--- src/rtl/cond_alu_pkg.sv ---
package cond_alu_pkg;

  typedef enum logic [3:0] {
    OP_ADD    = 4'd0,
    OP_ADDC   = 4'd1,
    OP_ADDL   = 4'd2,
    OP_SUB    = 4'd3,
    OP_SUBB   = 4'd4,
    OP_CMPCLR = 4'd5,
    OP_AND    = 4'd6,
    OP_ANDCM  = 4'd7,
    OP_OR     = 4'd8,
    OP_XOR    = 4'd9
  } aluOpE;

  typedef enum logic [1:0] {
    LF_AND   = 2'd0,
    LF_ANDCM = 2'd1,
    LF_OR    = 2'd2,
    LF_XOR   = 2'd3
  } logicFnE;

  typedef enum logic [1:0] {
    CIN_ZERO   = 2'd0,
    CIN_ONE    = 2'd1,
    CIN_STORED = 2'd2
  } cinSelE;

  // operand and function selects, driven by decode only
  typedef struct packed {
    logic    shiftOp1;
    logic    invertB;
    cinSelE  cinSel;
    logic    isLogic;
    logicFnE logicFn;
    logic    directCmp;
    logic    clearDest;
    logic    subOvf;
  } dpSelT;

  // commit strobes, driven after trap evaluation
  typedef struct packed {
    logic wrResult;
    logic wrCarry;
    logic wrFlags;
  } dpCommitT;

endpackage

--- src/rtl/cond_alu_cond.sv ---
module cond_alu_cond #(
  parameter int WIDTH = 32
) (
  input  logic [WIDTH-1:0] res,
  input  logic [WIDTH-1:0] cmpA,
  input  logic [WIDTH-1:0] cmpB,
  input  logic             carryOut,
  input  logic             ovf,
  input  logic             isLogic,
  input  logic             directCmp,
  input  logic [3:0]       condField,
  output logic             condHit
);

  localparam int MSB = WIDTH - 1;

  logic [2:0] predCode;
  logic       resZero, resNeg;
  logic       sLess, sLessEq, uLess, uLessEq, opEq;
  logic       predVal;

  assign predCode = condField[3:1];
  assign resZero  = (res == '0);
  assign resNeg   = res[MSB];
  assign opEq     = (cmpA == cmpB);
  assign sLess    = ($signed(cmpA) < $signed(cmpB));
  assign sLessEq  = sLess | opEq;
  assign uLess    = (cmpA < cmpB);
  assign uLessEq  = uLess | opEq;

  always_comb begin
    predVal = 1'b0;
    case (predCode)
      3'd0: predVal = 1'b0;
      3'd1: predVal = directCmp ? opEq    : resZero;
      3'd2: predVal = directCmp ? sLess   : resNeg;
      3'd3: predVal = directCmp ? sLessEq : (resNeg | resZero);
      3'd4: predVal = isLogic ? 1'b0 : (directCmp ? uLess   : ~carryOut);
      3'd5: predVal = isLogic ? 1'b0 : (directCmp ? uLessEq : (~carryOut | resZero));
      3'd6: predVal = isLogic ? 1'b0 : ovf;
      3'd7: predVal = res[0];
      default: predVal = 1'b0;
    endcase
  end

  assign condHit = predVal ^ condField[0];

endmodule

--- src/rtl/cond_alu_dp.sv ---
module cond_alu_dp
  import cond_alu_pkg::*;
#(
  parameter int WIDTH = 32,
  parameter int SHW   = 2
) (
  input  logic             clk,
  input  logic             rst_n,
  input  logic [WIDTH-1:0] opA,
  input  logic [WIDTH-1:0] opB,
  input  logic [SHW-1:0]   shAmt,
  input  logic [3:0]       condField,
  input  dpSelT            sel,
  input  dpCommitT         com,
  output logic             condHit,
  output logic             ovfNow,
  output logic [WIDTH-1:0] resultQ,
  output logic [WIDTH-1:0] carryVecQ,
  output logic             carryMsbQ,
  output logic             ovfQ
);

  localparam int MSB = WIDTH - 1;

  logic [WIDTH-1:0] opAEff, opBEff, logicRes, rawRes, writeVal;
  logic [WIDTH-1:0] ovfAddVec, ovfSubVec;
  logic [WIDTH:0]   sumWide;
  logic             cin, carryOut;

  assign opAEff = sel.shiftOp1 ? (opA << shAmt) : opA;
  assign opBEff = sel.invertB ? ~opB : opB;

  always_comb begin
    case (sel.cinSel)
      CIN_ONE:    cin = 1'b1;
      CIN_STORED: cin = carryMsbQ;
      default:    cin = 1'b0;
    endcase
  end

  assign sumWide  = {1'b0, opAEff} + {1'b0, opBEff} + {{WIDTH{1'b0}}, cin};
  assign carryOut = sumWide[WIDTH];

  always_comb begin
    case (sel.logicFn)
      LF_AND:   logicRes = opA & opB;
      LF_ANDCM: logicRes = opA & ~opB;
      LF_OR:    logicRes = opA | opB;
      default:  logicRes = opA ^ opB;
    endcase
  end

  assign rawRes    = sel.isLogic ? logicRes : sumWide[MSB:0];
  assign ovfAddVec = (rawRes ^ opAEff) & ~(opAEff ^ opB);
  assign ovfSubVec = (rawRes ^ opAEff) & (opAEff ^ opB);
  assign ovfNow    = sel.isLogic ? 1'b0 : (sel.subOvf ? ovfSubVec[MSB] : ovfAddVec[MSB]);
  assign writeVal  = sel.clearDest ? '0 : rawRes;

  cond_alu_cond #(.WIDTH(WIDTH)) cond_i (
    .res       (rawRes),
    .cmpA      (opAEff),
    .cmpB      (opB),
    .carryOut  (carryOut),
    .ovf       (ovfNow),
    .isLogic   (sel.isLogic),
    .directCmp (sel.directCmp),
    .condField (condField),
    .condHit   (condHit)
  );

  always_ff @(posedge clk or negedge rst_n) begin
    if (!rst_n) begin
      resultQ   <= '0;
      carryVecQ <= '0;
      carryMsbQ <= 1'b0;
      ovfQ      <= 1'b0;
    end else begin
      if (com.wrResult) resultQ <= writeVal;
      if (com.wrCarry) begin
        carryVecQ <= opAEff ^ opBEff ^ rawRes;
        carryMsbQ <= carryOut;
      end
      if (com.wrFlags) ovfQ <= ovfNow;
    end
  end


  always_comb begin
    if (rst_n && !sel.isLogic && sel.invertB && sel.cinSel == CIN_ONE && !sel.shiftOp1) begin
      sub_value_chk: assert (sumWide[MSB:0] == opA - opB);
    end
  end


  result_hold_chk: assert property (@(posedge clk) disable iff (!rst_n)
    !com.wrResult |=> $stable(resultQ));


  carry_keep_chk: assert property (@(posedge clk) disable iff (!rst_n)
    !com.wrCarry |=> ($stable(carryVecQ) && $stable(carryMsbQ)));


  clear_zero_chk: assert property (@(posedge clk) disable iff (!rst_n)
    (com.wrResult && sel.clearDest) |=> (resultQ == '0));

endmodule

--- src/rtl/cond_alu_ctrl.sv ---
module cond_alu_ctrl
  import cond_alu_pkg::*;
(
  input  logic       clk,
  input  logic       rst_n,
  input  logic       issue,
  input  logic [3:0] opSel,
  input  logic [3:0] condField,
  input  logic       trapOvfEn,
  input  logic       trapCondEn,
  input  logic       condHit,
  input  logic       ovfNow,
  output dpSelT      sel,
  output dpCommitT   com,
  output logic       nullifyQ,
  output logic       resultWeQ,
  output logic       trapOvfQ,
  output logic       trapCondQ
);

  logic legal, arith, saveCarry;
  logic trapOvf, trapCond, anyTrap, accept;

  always_comb begin
    sel       = '{shiftOp1: 1'b0, invertB: 1'b0, cinSel: CIN_ZERO, isLogic: 1'b0,
                  logicFn: LF_AND, directCmp: 1'b0, clearDest: 1'b0, subOvf: 1'b0};
    legal     = 1'b1;
    arith     = 1'b0;
    saveCarry = 1'b0;
    case (opSel)
      OP_ADD:  begin sel.shiftOp1 = 1'b1; arith = 1'b1; saveCarry = 1'b1; end
      OP_ADDC: begin sel.shiftOp1 = 1'b1; sel.cinSel = CIN_STORED; arith = 1'b1; saveCarry = 1'b1; end
      OP_ADDL: begin sel.shiftOp1 = 1'b1; arith = 1'b1; end
      OP_SUB: begin
        sel.invertB = 1'b1; sel.cinSel = CIN_ONE; sel.directCmp = 1'b1; sel.subOvf = 1'b1;
        arith = 1'b1; saveCarry = 1'b1;
      end
      OP_SUBB: begin
        sel.invertB = 1'b1; sel.cinSel = CIN_STORED; sel.subOvf = 1'b1;
        arith = 1'b1; saveCarry = 1'b1;
      end
      OP_CMPCLR: begin
        sel.invertB = 1'b1; sel.cinSel = CIN_ONE; sel.directCmp = 1'b1; sel.subOvf = 1'b1;
        sel.clearDest = 1'b1;
      end
      OP_AND:   begin sel.isLogic = 1'b1; sel.logicFn = LF_AND;   end
      OP_ANDCM: begin sel.isLogic = 1'b1; sel.logicFn = LF_ANDCM; end
      OP_OR:    begin sel.isLogic = 1'b1; sel.logicFn = LF_OR;    end
      OP_XOR:   begin sel.isLogic = 1'b1; sel.logicFn = LF_XOR;   end
      default:  legal = 1'b0;
    endcase
  end

  assign accept   = issue & legal;
  assign trapOvf  = accept & arith & trapOvfEn & ovfNow;
  assign trapCond = accept & arith & trapCondEn & condHit;
  assign anyTrap  = trapOvf | trapCond;

  assign com.wrResult = accept & ~anyTrap;
  assign com.wrCarry  = accept & ~anyTrap & saveCarry;
  assign com.wrFlags  = accept;

  always_ff @(posedge clk or negedge rst_n) begin
    if (!rst_n) begin
      nullifyQ  <= 1'b0;
      resultWeQ <= 1'b0;
      trapOvfQ  <= 1'b0;
      trapCondQ <= 1'b0;
    end else begin
      if (accept) nullifyQ <= condHit & ~anyTrap;
      resultWeQ <= com.wrResult;
      trapOvfQ  <= trapOvf;
      trapCondQ <= trapCond;
    end
  end


  trap_no_write_chk: assert property (@(posedge clk) disable iff (!rst_n)
    (trapOvfQ || trapCondQ) |-> (!resultWeQ && !nullifyQ));


  idle_quiet_chk: assert property (@(posedge clk) disable iff (!rst_n)
    !issue |=> (!resultWeQ && !trapOvfQ && !trapCondQ));


  never_cond_chk: assert property (@(posedge clk) disable iff (!rst_n)
    (accept && condField == 4'd0) |=> !nullifyQ);

endmodule

--- src/rtl/cond_alu.sv ---
module cond_alu
  import cond_alu_pkg::*;
#(
  parameter int WIDTH = 32,
  parameter int SHW   = 2
) (
  input  logic             clk,
  input  logic             rst_n,
  input  logic             issue,
  input  logic [3:0]       opSel,
  input  logic [WIDTH-1:0] opA,
  input  logic [WIDTH-1:0] opB,
  input  logic [SHW-1:0]   shAmt,
  input  logic [3:0]       condField,
  input  logic             trapOvfEn,
  input  logic             trapCondEn,
  output logic [WIDTH-1:0] result,
  output logic             resultWe,
  output logic [WIDTH-1:0] carryVec,
  output logic             carryMsb,
  output logic             ovfFlag,
  output logic             nullifyNext,
  output logic             trapOvfReq,
  output logic             trapCondReq
);

  dpSelT    sel;
  dpCommitT com;
  logic     condHit, ovfNow;

  cond_alu_ctrl ctrl_i (
    .clk        (clk),
    .rst_n      (rst_n),
    .issue      (issue),
    .opSel      (opSel),
    .condField  (condField),
    .trapOvfEn  (trapOvfEn),
    .trapCondEn (trapCondEn),
    .condHit    (condHit),
    .ovfNow     (ovfNow),
    .sel        (sel),
    .com        (com),
    .nullifyQ   (nullifyNext),
    .resultWeQ  (resultWe),
    .trapOvfQ   (trapOvfReq),
    .trapCondQ  (trapCondReq)
  );

  cond_alu_dp #(.WIDTH(WIDTH), .SHW(SHW)) dp_i (
    .clk       (clk),
    .rst_n     (rst_n),
    .opA       (opA),
    .opB       (opB),
    .shAmt     (shAmt),
    .condField (condField),
    .sel       (sel),
    .com       (com),
    .condHit   (condHit),
    .ovfNow    (ovfNow),
    .resultQ   (result),
    .carryVecQ (carryVec),
    .carryMsbQ (carryMsb),
    .ovfQ      (ovfFlag)
  );

endmodule

--- config.mk ---
export PLATFORM = sky130hd
export DESIGN_NAME = cond_alu
export DESIGN_NICKNAME = d
export VERILOG_FILES = /design/src/rtl/cond_alu_pkg.sv /design/src/rtl/cond_alu_cond.sv /design/src/rtl/cond_alu_dp.sv /design/src/rtl/cond_alu_ctrl.sv /design/src/rtl/cond_alu.sv
export SDC_FILE = /design/constraint.sdc
export NUM_CORES = 1
export LEC_CHECK = 0
export BUFFER_PORTS_ARGS = -buffer_cell sky130_fd_sc_hd__buf_4
export CORE_MARGIN = 2
export CORE_UTILIZATION = 65
export CTS_BUF_LIST = sky130_fd_sc_hd__clkbuf_4
export DETAILED_ROUTE_END_ITERATION = 16
export PLACE_DENSITY_LB_ADDON = 0.08
export SYNTH_ARGS = -nofsm -noshare
export SYNTH_HDL_FRONTEND = slang
export SYNTH_HIERARCHICAL = 1
export SYNTH_SLANG_ARGS = --single-unit
--- constraint.sdc ---
create_clock -name clk -period 15.6 [get_ports clk]
set_clock_uncertainty 0.15 [all_clocks]
set_input_delay 3.12 -clock clk [delete_from_list [all_inputs] [get_ports clk]]
set_output_delay 3.12 -clock clk [all_outputs]
set_load 0.01 [all_outputs]
# Word-level counts from Yosys, hierarchy flattened
# Index checks and enable logic that the tools add are counted.
# op_classes
n_addsub,2
n_mul,0
div_mod_pow,0
n_lt_le_gt_ge,2
eq_ne,21
n_shift,1
n_mux,26
bitwise_logic,29
n_reduce_logical,11
# ops
op,count
bitwise XOR 32 bit,5
AND 32 bit,4
2-to-1 mux 32 bit,4
case mux 32 bit (3 select lines),1
< comparator 32 bit,2
NOT 32 bit,2
adder 32 x 32 -> 33 bit,1
adder 33 x 1 -> 33 bit,1
== test 32 bit,1
logical NOT 32 bit,1
OR 32 bit,1
left shift 32 x 2 -> 32 bit,1
2-to-1 mux 1 bit,17
== test 4 x 3 -> 1 bit (second input constant),4
== test 3 bit (second input constant),4
case mux 3 bit (4 select lines),1
OR reduction 10 bit,1
AND 1 bit,9
== test 4 x 2 -> 1 bit (second input constant),2
== test 4 bit (second input constant),2
case mux 1 bit (8 select lines),1
== test 3 x 2 -> 1 bit (second input constant),2
OR reduction 3 bit,2
OR 1 bit,5
other kinds (14),18
# word_totals
regBits,70
latchBits,0
ram_bits,0
rom_bits,0
inputBits,79
memories,0

# Logic depth before layout (Yosys ltp)
# Gate-level depths: netlist of the first run.
# depth
ltp_word,19
ltp_mapped,35
depth_no_buf,31

# By module
# The synthesis of the first run kept the hierarchy.
# modules_own_cells
mod,instances,cells_each,area_each_um2,seq_area_each_um2
cond_alu_dp,1,1022,8145.3,1651.6
cond_alu_cond,1,145,972.2,0.0
cond_alu_ctrl,1,42,331.6,100.1

# Least setup slack after synthesis of the first run
# Ideal clock, no wire load.
# synth_path
path_kind,in2reg
startpoint,input port shAmt[0]
endpoint,register dp_i.carryVecQ[11]
setup_time_ps,137
arrival_ps,9038
required_time_ps,15313
path_slack_ps,6275
stages,31
path_buffers,8
path_cell_list,clkbuf_1 > clkbuf_1 > clkbuf_1 > mux4_2 > nand2_1 > o21ai_0 > ha_1 > buf_2 > and3_4 > and3_4 > a221oi_4 > a211oi_1 > nand2b_4 > a311o_1 > buf_6 > xnor2_1 > mux2i_1 > nor3b_1 > a21oi_1 > o22ai_1 > a41oi_1 > o31ai_1 > a211oi_1 > xnor2_1 > a22oi_1 > nand2_1 > nor2_1 > clkbuf_1 > clkbuf_1 > clkbuf_1 > a21oi_1
# synth_rtl
item,line_no,source
start: declaration,cond_alu.sv:13,"input logic [SHW-1:0] shAmt,"
end signal: assignment,cond_alu_dp.sv:80,carryVecQ <= opAEff ^ opBEff ^ rawRes;
end: declaration,cond_alu_dp.sv:18,"output logic [WIDTH-1:0] carryVecQ,"

==> parameters.txt, run 1 <==
Parameter                              Value

Die
  Initial core utilization ... 65.76%
  Die area ... 0.01552 mm2
  Die Width ... 124.6 um
  Std-Cell Core Area ... 0.01437 mm2
  Height of the chip ... 124.6 um
  Top Ports ... 149
  Number of rows in the core area ... 44

Clock network
  Maximum clock path buffer count ... 2
  Register clock-pin slew on the reported worst setup and hold paths ... 0.10 ns
  Total CTS buffers ... 9
  Root cell of the clock tree ... clkbuf_4
  Hold bufs inserted after CTS ... 0
  Number of clock sinks ... 70
  Number of buffers inserted to repair setup after CTS ... 0
  Clock insertion delay at the later pin of the skew report ... 0.41 ns
  CTS-repair resized insts ... 0
  TritonCTS clock tree ... built
  Number of H-tree levels ... 3

Power
  Power Dens Cells ... 95.23 mW/mm2
  Worst voltage drop across the vdd grid ... 52.47 uV
  Static leakage power ... 5.107 nW

Final layout
  Total non-filler cell area in the finished layout ... 0.01066 mm2
  Synth-to-layout area growth ... 12.84%
  Layout Nets ... 1469
  Layout cell share with drive strength beyond 1 ... 16.76%

Yosys
  Most used flip-flop cell after synthesis ... dfrtp_1
  Count of yosys warnings during synthesis ... 6
  Number of library cell types mapped by synthesis ... 67
  Synthesized instance count ... 1209
  Cell area after synthesis ... 0.009449 mm2
  Post-synth EDFFs ... 0
  Synth Area per Inst ... 7.816 um2
  Syn Nets ... 1388
  Sequential area share after synthesis ... 18.54%
  Ys async rst share ... 100.0%
  Number of register bits inferred by synthesis ... 70

STA
  Slew HR ... 17.88%
  Fin. Hold Viols ... 0
  F_max ... 0.09039 GHz
  Final setup TNS ... 0 ns
  Period utilisation layout ... 70.92%
  Setup repair after global routing missed its margin ... no
  Final count of pins violating max slew ... 0
  Post-layout min period ... 11.06 ns
  Slew at the pin with the worst max-slew slack ... 1.227 ns
  Final setup fails ... 0

Critical path
  Startpoint class of the critical path ... input port
  Master of the slowest instance on the critical path ... nor2_1
  Largest fanout on the critical path ... 33
  Worst setup path class ... input port to register
  Delay contributed by the slowest stage of the critical path ... 1.10 ns
  Data required, critical path ... 15.78 ns
  Top cell family by delay on the critical path ... simple AND/OR/NAND/NOR gates
  Buffer and inverter count on the worst path ... 5
  Crit end category ... register
  Critical path data arrival time ... 11.24 ns
  Cell repeated most along the worst path ... inv_1

Route
  First-iteration detailed-routing DRC count ... 733
  Detailed-route via count ... 9159
  Number of antenna-violating nets in the routed design ... 0
  Average vias per placed instance ... 6.189
  Number of optimization iterations in the first detailed-route pass ... 5
  Post-detailed-route wirelength per cell ... 17.44 um
  DRC errors left ... 0
  Detailed Route WL ... 25820 um

GRT
  Global-route wire length before repair ... 41140 um
  Maximum number of pins on one net before global-route repair ... 71
  Residual overflow from global routing ... 0
  Number of antenna violations at the first check in global routing ... 1
  Via count of the first global-routing pass ... 7894
  Overall fraction of global-route tracks in use ... 32.44%

Place
  Count of input and output buffers ... 148
  DPL Wire Length ... 20620 um
  Placer Congestion ... 0.9737
  Dpl cell area ... 0.01053 mm2

Flow run
  Max-cap violations ... 0

Hold path
  Type of the tightest min-delay check ... register to register

Run status
  Status ... completed
## metrics by stage
| stage | setup slack [ns] | total power [W] | instances | hold slack [ns] | utilization, % |
|---|---|---|---|---|---|
| after global placement | 4.599 | 0.0008844 | 1463 | 0.3143 | 73.27 |
| after global routing | 3.817 | 0.001091 | 1480 | 0.3795 | 74.21 |
| after floorplan | 6.275 | 0.0006667 | 1209 | 0.3664 | - |
| after detailed placement | 4.367 | 0.0008997 | 1463 | 0.3195 | 73.27 |
| final | 4.537 | 0.001015 | 1480 | 0.3394 | 74.21 |
| after CTS | 4.712 | 0.001011 | 1479 | 0.3443 | 74.19 |
## cells by family after synthesis
kind of cell / share of synthesized area, %
simple gates: 15.52
fa+ha+maj: 13.40
mux: 10.98
compound gates: 20.79
buf+inv: 9.468
xor+xnor: 11.31
flops: 18.54
## layer usage
metal / wire length, um / global-route usage, % / share of wire (%)
met5: 0 / 0 / 0
met4: 409 / 7.138 / 1.6
met3: 2450 / 4.210 / 9.5
met2: 10360 / 45.29 / 40
met1: 12590 / 52.71 / 49
## cell usage after synthesis (17+ instances only)
library cell    n  area share, %
inv_1         141            5.6
nand2_1       119            4.7
a21oi_1        99            5.2
ha_1           98             13
dfrtp_1        70             19
o21ai_0        66            3.5
nor2_1         64            2.5
clkbuf_1       63            2.5
xnor2_1        62            5.7
xor2_1         60            5.6
mux2i_1        53            5.6
nor3_1         21            1.1
a22o_1         17            1.6
nand2b_1       17            1.1
## final timing paths
check                                        start                 end  slack [ns]  cells past startpoint
worst max-delay path                      opSel[2]    dp_i/resultQ[24]        4.54                     29
worst min-delay path            dp_i/carryVecQ[18]  dp_i/carryVecQ[18]        0.34                      1
worst max register to register      dp_i/carryMsbQ    dp_i/resultQ[24]        7.80                     24
worst min register to register  dp_i/carryVecQ[18]  dp_i/carryVecQ[18]        0.34                      1
max in group asynchronous                    rst_n    dp_i/resultQ[12]       12.07                      1
min in group asynchronous                    rst_n           dp_i/ovfQ        2.64                      1
## flip-flops by register name, indices dropped and copies added (netlist names)
register          cells
dp_i/resultQ         32
ctrl_i/nullifyQ       1
ctrl_i/trapCondQ      1
ctrl_i/trapOvfQ       1
ctrl_i/resultWeQ      1
dp_i/carryVecQ       32
dp_i/ovfQ             1
dp_i/carryMsbQ        1
## area by class of cell
| type | count | area, um2 |
|---|---|---|
| inverter | 141 | 529.3 |
| clock buffer | 9 | 67.56 |
| antenna | 1 | 2.502 |
| clock inverter | 7 | 65.06 |
| fill | 1213 | 3706 |
| multi-input combinational | 912 | 6845 |
| tap | 184 | 230.2 |
| timing repair buffer | 156 | 1171 |
| sequential | 70 | 1752 |
## power breakdown
group | internal [W] | total, W | switching (W)
Clock | 0.0000478 | 0.000108 | 0.0000607
Sequential | 0.000248 | 0.000290 | 0.0000419
Combinational | 0.000279 | 0.000617 | 0.000338
Total | 0.000575 | 0.00102 | 0.000441
## placed cells by master (no fill, tap or decap), types with 12 or more instances in the layout
cell type  instances
dfrtp_1           70
nand2_1          119
mux4_2            16
o21ai_0           66
a22o_1            17
a21oi_1           98
nand2b_1          16
mux2_2            13
xor2_1            60
mux2i_1           53
nand3_1           16
a31oi_1           15
xnor2_1           62
ha_1              98
nor2b_1           12
nor3_1            21
nor2_1            63
inv_1            141
o31ai_1           14
buf_4            156
No activity file was read; power rests on OpenSTA's default activity.
==> run 2, diff against run 1 <==
- CORE_UTILIZATION: 65 -> 54
- clock period: 15.6 -> 9 ns (I/O delays scaled with it)
==> run 2 against run 1 <==
Compared with the run above: wire length is 2.8% higher; sequential share of layout area is 0.13 points lower; via count is 3.5% lower; clock power is 48% higher; highest routed layer unchanged.
==> parameters.txt, run 2 (synthesis gave the netlist of run 1 again) <==
Parameter                              Value

Clock network
  Register clock-pin slew on the reported worst setup and hold paths ... 0.12 ns (+0.02 ns)
  Hold bufs inserted after CTS ... 0 (unchanged)
  Root cell of the clock tree ... clkbuf_4
  Number of H-tree levels ... 3 (unchanged)
  TritonCTS clock tree ... built
  Number of buffers inserted to repair setup after CTS ... 0 (unchanged)
  CTS-repair resized insts ... 0 (unchanged)
  Clock insertion delay at the later pin of the skew report ... 0.41 ns (about the same)
  Total CTS buffers ... 9 (unchanged)
  Maximum clock path buffer count ... 2 (unchanged)
  Number of clock sinks ... 70 (unchanged)

Die
  Height of the chip ... 136.3 um (+9.4%)
  Die Width ... 136.3 um (+9.4%)
  Number of rows in the core area ... 48 (+9.1%)
  Die area ... 0.01857 mm2 (+20%)
  Std-Cell Core Area ... 0.01718 mm2 (+20%)
  Top Ports ... 149 (unchanged)
  Initial core utilization ... 55.01% (-11 points)

GRT
  Overall fraction of global-route tracks in use ... 28.47% (-4.0 points)
  Global-route wire length before repair ... 41370 um (+0.57%)
  Number of antenna violations at the first check in global routing ... 1 (unchanged)
  Maximum number of pins on one net before global-route repair ... 71 (unchanged)
  Residual overflow from global routing ... 0 (unchanged)
  Via count of the first global-routing pass ... 7683 (-2.7%)

Critical path
  Largest fanout on the critical path ... 22 (-33%)
  Worst reg-to-reg path cell count ... 22 (-8.3%)
  Startpoint class of the critical path ... input port
  CP Launch Point ... opSel[1]
  Master of the slowest instance on the critical path ... o311ai_0
  Worst setup path class ... input port to register
  Buffer and inverter count on the worst path ... 3 (-2)
  Reg-to-reg critical path startpoint ... dp_i/carryMsbQ
  Crit end category ... register
  Delay contributed by the slowest stage of the critical path ... 0.52 ns (-0.58 ns)
  Critical path data arrival time ... 8.55 ns (-2.69 ns)
  Data required, critical path ... 9.15 ns (-6.63 ns)
  Top cell family by delay on the critical path ... compound AO/OA/AOI/OAI gates
  Cell repeated most along the worst path ... a21oi_1
  CP endpoint ... dp_i/carryVecQ[14]
  FF-to-FF End ... dp_i/carryVecQ[14]
  Crit. path cell count ... 27 (-6.9%)
  Reg2Reg Setup Slack ... 2.35 ns (-5.45 ns)

Final layout
  Layout Nets ... 1478 (+0.61%)
  Layout cell share with drive strength beyond 1 ... 17.27% (+0.51 points)
  Final design utilization ... 62.57% (-12 points)
  Synth-to-layout area growth ... 13.73%
  Commonest cells after routing, fill and taps aside ... buf_4 (165), inv_1 (141), nand2_1 (119)
  Leading cell type in the layout, fill and taps excluded ... buf_4
  Largest registers ... dp_i/carryVecQ x32, dp_i/resultQ x32

Route
  Detailed-route via count ... 8840 (-3.5%)
  Average vias per placed instance ... 5.782 (-6.6%)
  Number of optimization iterations in the first detailed-route pass ... 5 (unchanged)
  Number of antenna-violating nets in the routed design ... 0 (unchanged)
  DRC errors left ... 0 (unchanged)
  Detailed Route WL ... 26540 um (+2.8%)
  Post-detailed-route wirelength per cell ... 17.36 um (-0.50%)
  First-iteration detailed-routing DRC count ... 689 (-6.0%)

STA
  Final count of pins violating max slew ... 0 (unchanged)
  Fin. Hold Viols ... 0 (unchanged)
  Final setup fails ... 0 (unchanged)
  Setup repair after global routing missed its margin ... no
  F_max ... 0.1190 GHz
  Slew at the pin with the worst max-slew slack ... 0.8612 ns (-0.3660 ns)
  Period utilisation layout ... 93.37%
  Slew HR ... 42.58% (+25 points)
  Post-layout min period ... 8.403 ns
  Final setup TNS ... 0 ns (unchanged)

Power
  Static leakage power ... 5.134 nW (+0.54%)
  Worst voltage drop across the vdd grid ... 113.9 uV (+120%)
  Power Dens Cells ... 160.5 mW/mm2 (+69%)

Place
  Count of input and output buffers ... 148 (unchanged)
  Placer Congestion ... 0.9206 (-5.5%)
  DPL Wire Length ... 21560 um (+4.6%)

Flow run
  Max-cap violations ... 0 (unchanged)

Run status
  Status ... completed

Hold path
  Type of the tightest min-delay check ... register to register
## run 2: layout make-up
| class | instances | area, um2 |
|---|---|---|
| inverter | 141 | 529.3 |
| tap | 225 | 281.5 |
| clock buffer | 9 | 67.56 |
| fill | 1648 | 6430 |
| antenna | 1 | 2.502 |
| sequential | 70 | 1752 |
| multi-input combinational | 912 | 6845 |
| timing repair buffer | 165 | 1239 |
| clock inverter | 6 | 30.03 |
## run 2: through the flow
stage / instances / power, W / hold WS (ns) / instance area, um2 / worst slack, ns
2_1_floorplan: 1209 / 0.001156 / 0.3664 / 9449 / 0.9948
3_3_place_gp: 1513 / 0.001538 / 0.3270 / 10650 / 0.3921
3_5_place_dp: 1513 / 0.001559 / 0.3307 / 10650 / 0.2806
4_1_cts: 1528 / 0.001721 / 0.3580 / 10740 / 0.7143
5_1_grt: 1529 / 0.001857 / 0.3809 / 10750 / 0.1752
6_report: 1529 / 0.001725 / 0.3535 / 10750 / 0.5967
## run 2: where the power goes
part           switching, W  internal [W]  leakage, nW  total (W)
registers         0.0000737      0.000429        0.842   0.000503
clock network      0.000108     0.0000520       0.0564   0.000160
logic              0.000575      0.000487         4.24    0.00106
total              0.000757      0.000968         5.13    0.00172
## run 2: routing by layer
layer	global-route usage, %	part of all wire (%)
met1	47.17	53
met4	5.150	0.80
met3	1.864	6.5
met5	0	0
met2	40.01	40
## run 2: worst min path at each step
stage,to,from,cells after the start
3_3_place_gp,dp_i/resultQ[3],dp_i/resultQ[3],1
2_1_floorplan,dp_i/carryVecQ[17],dp_i/carryVecQ[17],1
4_1_cts,dp_i/carryVecQ[18],dp_i/carryVecQ[18],1
3_5_place_dp,ctrl_i/nullifyQ,ctrl_i/nullifyQ,1
6_report,dp_i/resultQ[3],dp_i/resultQ[3],1
5_1_grt,dp_i/carryVecQ[18],dp_i/carryVecQ[18],1
==> run 3, diff against run 2 <==
- CORE_ASPECT_RATIO: default -> 1.1
==> run 3 against run 2 <==
Compared with the run above: combinational power barely moved; first-iteration DRC count fell by 9.6%; clock power rose by 45%; global-route usage fell by 0.50 points; clock-buffer cell count rose by 1; die area barely moved; cell count rose by 0.59%; sequential share of layout area fell by 0.13 points; largest power group unchanged.
==> parameters.txt, run 3 (synthesis gave the netlist of run 1 again) <==
Parameter                              Value

STA
  F_max ... 0.1208 GHz (+1.5%)
  Fin. Hold Viols ... 0 (unchanged)
  Slew HR ... 43.81% (+1.2 points)
  Slew at the pin with the worst max-slew slack ... 0.8428 ns (-0.01842 ns)
  Final setup TNS ... 0 ns (unchanged)
  Post-layout min period ... 8.277 ns (-0.1261 ns)
  Worst Setup Slack, final ... 0.7228 ns (+0.1261 ns)
  Final count of pins violating max slew ... 0 (unchanged)
  Final setup fails ... 0 (unchanged)
  Period utilisation layout ... 91.97% (-1.4 points)
  Setup repair after global routing missed its margin ... no

Final layout
  Number of filler instances in the final layout ... 1609 (-2.4%)
  Largest registers ... dp_i/carryVecQ x32, dp_i/resultQ x32
  Commonest cells after routing, fill and taps aside ... buf_4 (163), inv_1 (141), nand2_1 (119)
  Final design utilization ... 63.44% (+0.88 points)
  Layout cell share with drive strength beyond 1 ... 17.42% (+0.15 points)
  Leading cell type in the layout, fill and taps excluded ... buf_4
  Layout Nets ... 1477 (-0.068%)
  Synth-to-layout area growth ... 14.67%
  Final non-filler cell total ... 1538 (+0.59%)

Critical path
  Data required, critical path ... 9.18 ns (+0.03 ns)
  Startpoint class of the critical path ... input port
  FF-to-FF End ... dp_i/resultQ[30]
  Largest fanout on the critical path ... 21 (-4.5%)
  Reg2Reg Setup Slack ... 2.63 ns (+0.28 ns)
  Reg-to-reg critical path startpoint ... dp_i/carryMsbQ
  Crit end category ... register
  Worst reg-to-reg path cell count ... 25 (+14%)
  Critical path data arrival time ... 8.46 ns (-0.09 ns)
  Worst setup path class ... input port to register

GRT
  Via count of the first global-routing pass ... 7625 (-0.75%)
  Number of antenna violations at the first check in global routing ... 1 (unchanged)
  Residual overflow from global routing ... 0 (unchanged)
  Maximum number of pins on one net before global-route repair ... 71 (unchanged)
  Overall fraction of global-route tracks in use ... 27.97% (-0.50 points)
  Global-route wire length before repair ... 40740 um (-1.5%)

Clock network
  Number of buffers inserted to repair setup after CTS ... 0 (unchanged)
  Total CTS buffers ... 9 (unchanged)
  TritonCTS clock tree ... built
  Number of clock sinks ... 70 (unchanged)
  CTS-repair resized insts ... 0 (unchanged)
  Root cell of the clock tree ... clkbuf_4
  Hold bufs inserted after CTS ... 0 (unchanged)
  Clock insertion delay at the later pin of the skew report ... 0.41 ns (about the same)
  Maximum clock path buffer count ... 2 (unchanged)
  Register clock-pin slew on the reported worst setup and hold paths ... 0.13 ns (about the same)
  Number of H-tree levels ... 3 (unchanged)

Run status
  Status ... completed

Power
  Static leakage power ... 5.166 nW (+0.62%)
  Fraction of power consumed by the clock network ... 13.0% (+3.7 points)
  Combinational cell fraction of total power ... 59.2% (-2.3 points)
  Power Dens Cells ... 165.5 mW/mm2 (+3.1%)
  Switching part of the total power ... 42.25% (-1.6 points)
  Net Switching ... 0.0007578 W (+0.12%)
  Sequential fraction of design power ... 27.8% (-1.4 points)
  Worst voltage drop across the vdd grid ... 114.9 uV (+0.80%)
  Cell-internal power ... 0.001036 W (+7.0%)

Place
  Placer Congestion ... 0.8930 (-3.0%)
  Number of placed instances, taps included ... 1521 (+0.53%)
  Count of input and output buffers ... 148 (unchanged)
  Worst slack at placement ... 0.3659 ns (+0.08532 ns)
  DPL Wire Length ... 21490 um (-0.31%)

Hold path
  Type of the tightest min-delay check ... register to register
  Worst Hold Endpoint ... dp_i/carryVecQ[17]
  Source of the worst hold timing path ... dp_i/carryVecQ[17]
  Number of stages on the worst hold path ... 1 (unchanged)

Die
  Top Ports ... 149 (unchanged)
  Initial core utilization ... 55.33% (+0.31 points)
  Std-Cell Core Area ... 0.01708 mm2 (-0.57%)
  Number of rows in the core area ... 50 (+4.2%)
  Die Width ... 130.1 um (-4.5%)
  Height of the chip ... 142.7 um (+4.7%)
  Die area ... 0.01857 mm2 (about the same)

Route
  First-iteration detailed-routing DRC count ... 623 (-9.6%)
  Average vias per placed instance ... 5.732 (-0.86%)
  Number of optimization iterations in the first detailed-route pass ... 5 (unchanged)
  DRC errors left ... 0 (unchanged)
  Post-detailed-route wirelength per cell ... 16.85 um (-2.9%)
  Number of antenna-violating nets in the routed design ... 0 (unchanged)
  Detailed-route via count ... 8816 (-0.27%)
  Detailed Route WL ... 25920 um (-2.3%)

Flow run
  Max-cap violations ... 0 (unchanged)
## run 3: critical path: stages
cell and delay (ns):
buf_4 0.16, a211oi_4 0.57, buf_4 0.31, o211ai_1 0.10, o21ai_0 0.19, ha_1 0.42, and3_4 0.25, and3_4 0.18
a221oi_4 0.39, a211oi_1 0.13, nand2b_4 0.18, a311o_1 0.46, xnor2_1 0.21, mux2i_1 0.14, nor3b_1 0.16, a21oi_1 0.13
o22ai_1 0.10, a41oi_1 0.24, o31ai_1 0.11, a211oi_1 0.34, xnor2_1 0.16, a22oi_1 0.25, nor3b_2 0.10, nor2_1 0.55
inv_1 0.20, or3_1 0.40, o221ai_1 0.20
## run 3: layout make-up
| class | count | area (um2) | share of cell area [%] |
|---|---|---|---|
| multi-input cells | 912 | 6845 | 63.18 |
| clock buffers | 10 | 75.07 | 0.6928 |
| inverters | 141 | 529.3 | 4.885 |
| diodes | 1 | 2.502 | 0.02309 |
| clock inverters | 6 | 95.09 | 0.8776 |
| well taps | 234 | 292.8 | 2.702 |
| flip-flops and latches | 70 | 1752 | 16.17 |
| repair buffers | 164 | 1244 | 11.48 |
## run 3: worst max path at each step
stage / endpoint / cells past startpoint / start
2_1_floorplan: dp_i/carryVecQ[11] / 31 / shAmt[0]
3_3_place_gp: dp_i/resultQ[30] / 27 / opSel[1]
3_5_place_dp: dp_i/resultQ[27] / 27 / opSel[1]
4_1_cts: dp_i/resultQ[30] / 27 / opSel[1]
5_1_grt: dp_i/resultQ[24] / 31 / opSel[1]
6_report: dp_i/resultQ[30] / 27 / opSel[1]
## run 3: power by group through the flow
stage | logic (W) | clock network [W] | registers (W)
after CTS | 0.00106 | 0.000239 | 0.000499
after floorplan | 0.000606 | 0 | 0.000549
after detailed placement | 0.00105 | 0 | 0.000506
after global routing | 0.00117 | 0.000251 | 0.000513
final | 0.00106 | 0.000232 | 0.000499
after global placement | 0.00103 | 0 | 0.000505
## run 3: per-stage QoR
step                      hold WS, ns  area, um2  power [W]
after global routing           0.3578      10840   0.001932
after detailed placement       0.3197      10660   0.001557
after floorplan                0.3664       9449   0.001156
after CTS                      0.3435      10830   0.001795
after global placement         0.3121      10660   0.001540
final                          0.3369      10840   0.001794
## run 3: metal layers
layer  share of wire (%)  routed length, um  GRT usage [%]  up-vias
met5                   0                  0              0        -
met4                 1.2                306          5.376        0
met3                 6.5               1686          2.548       19
met2                  41              10540          39.87      302
met1                  52              13390          45.41     4086
li1                    -                  -              -     4409
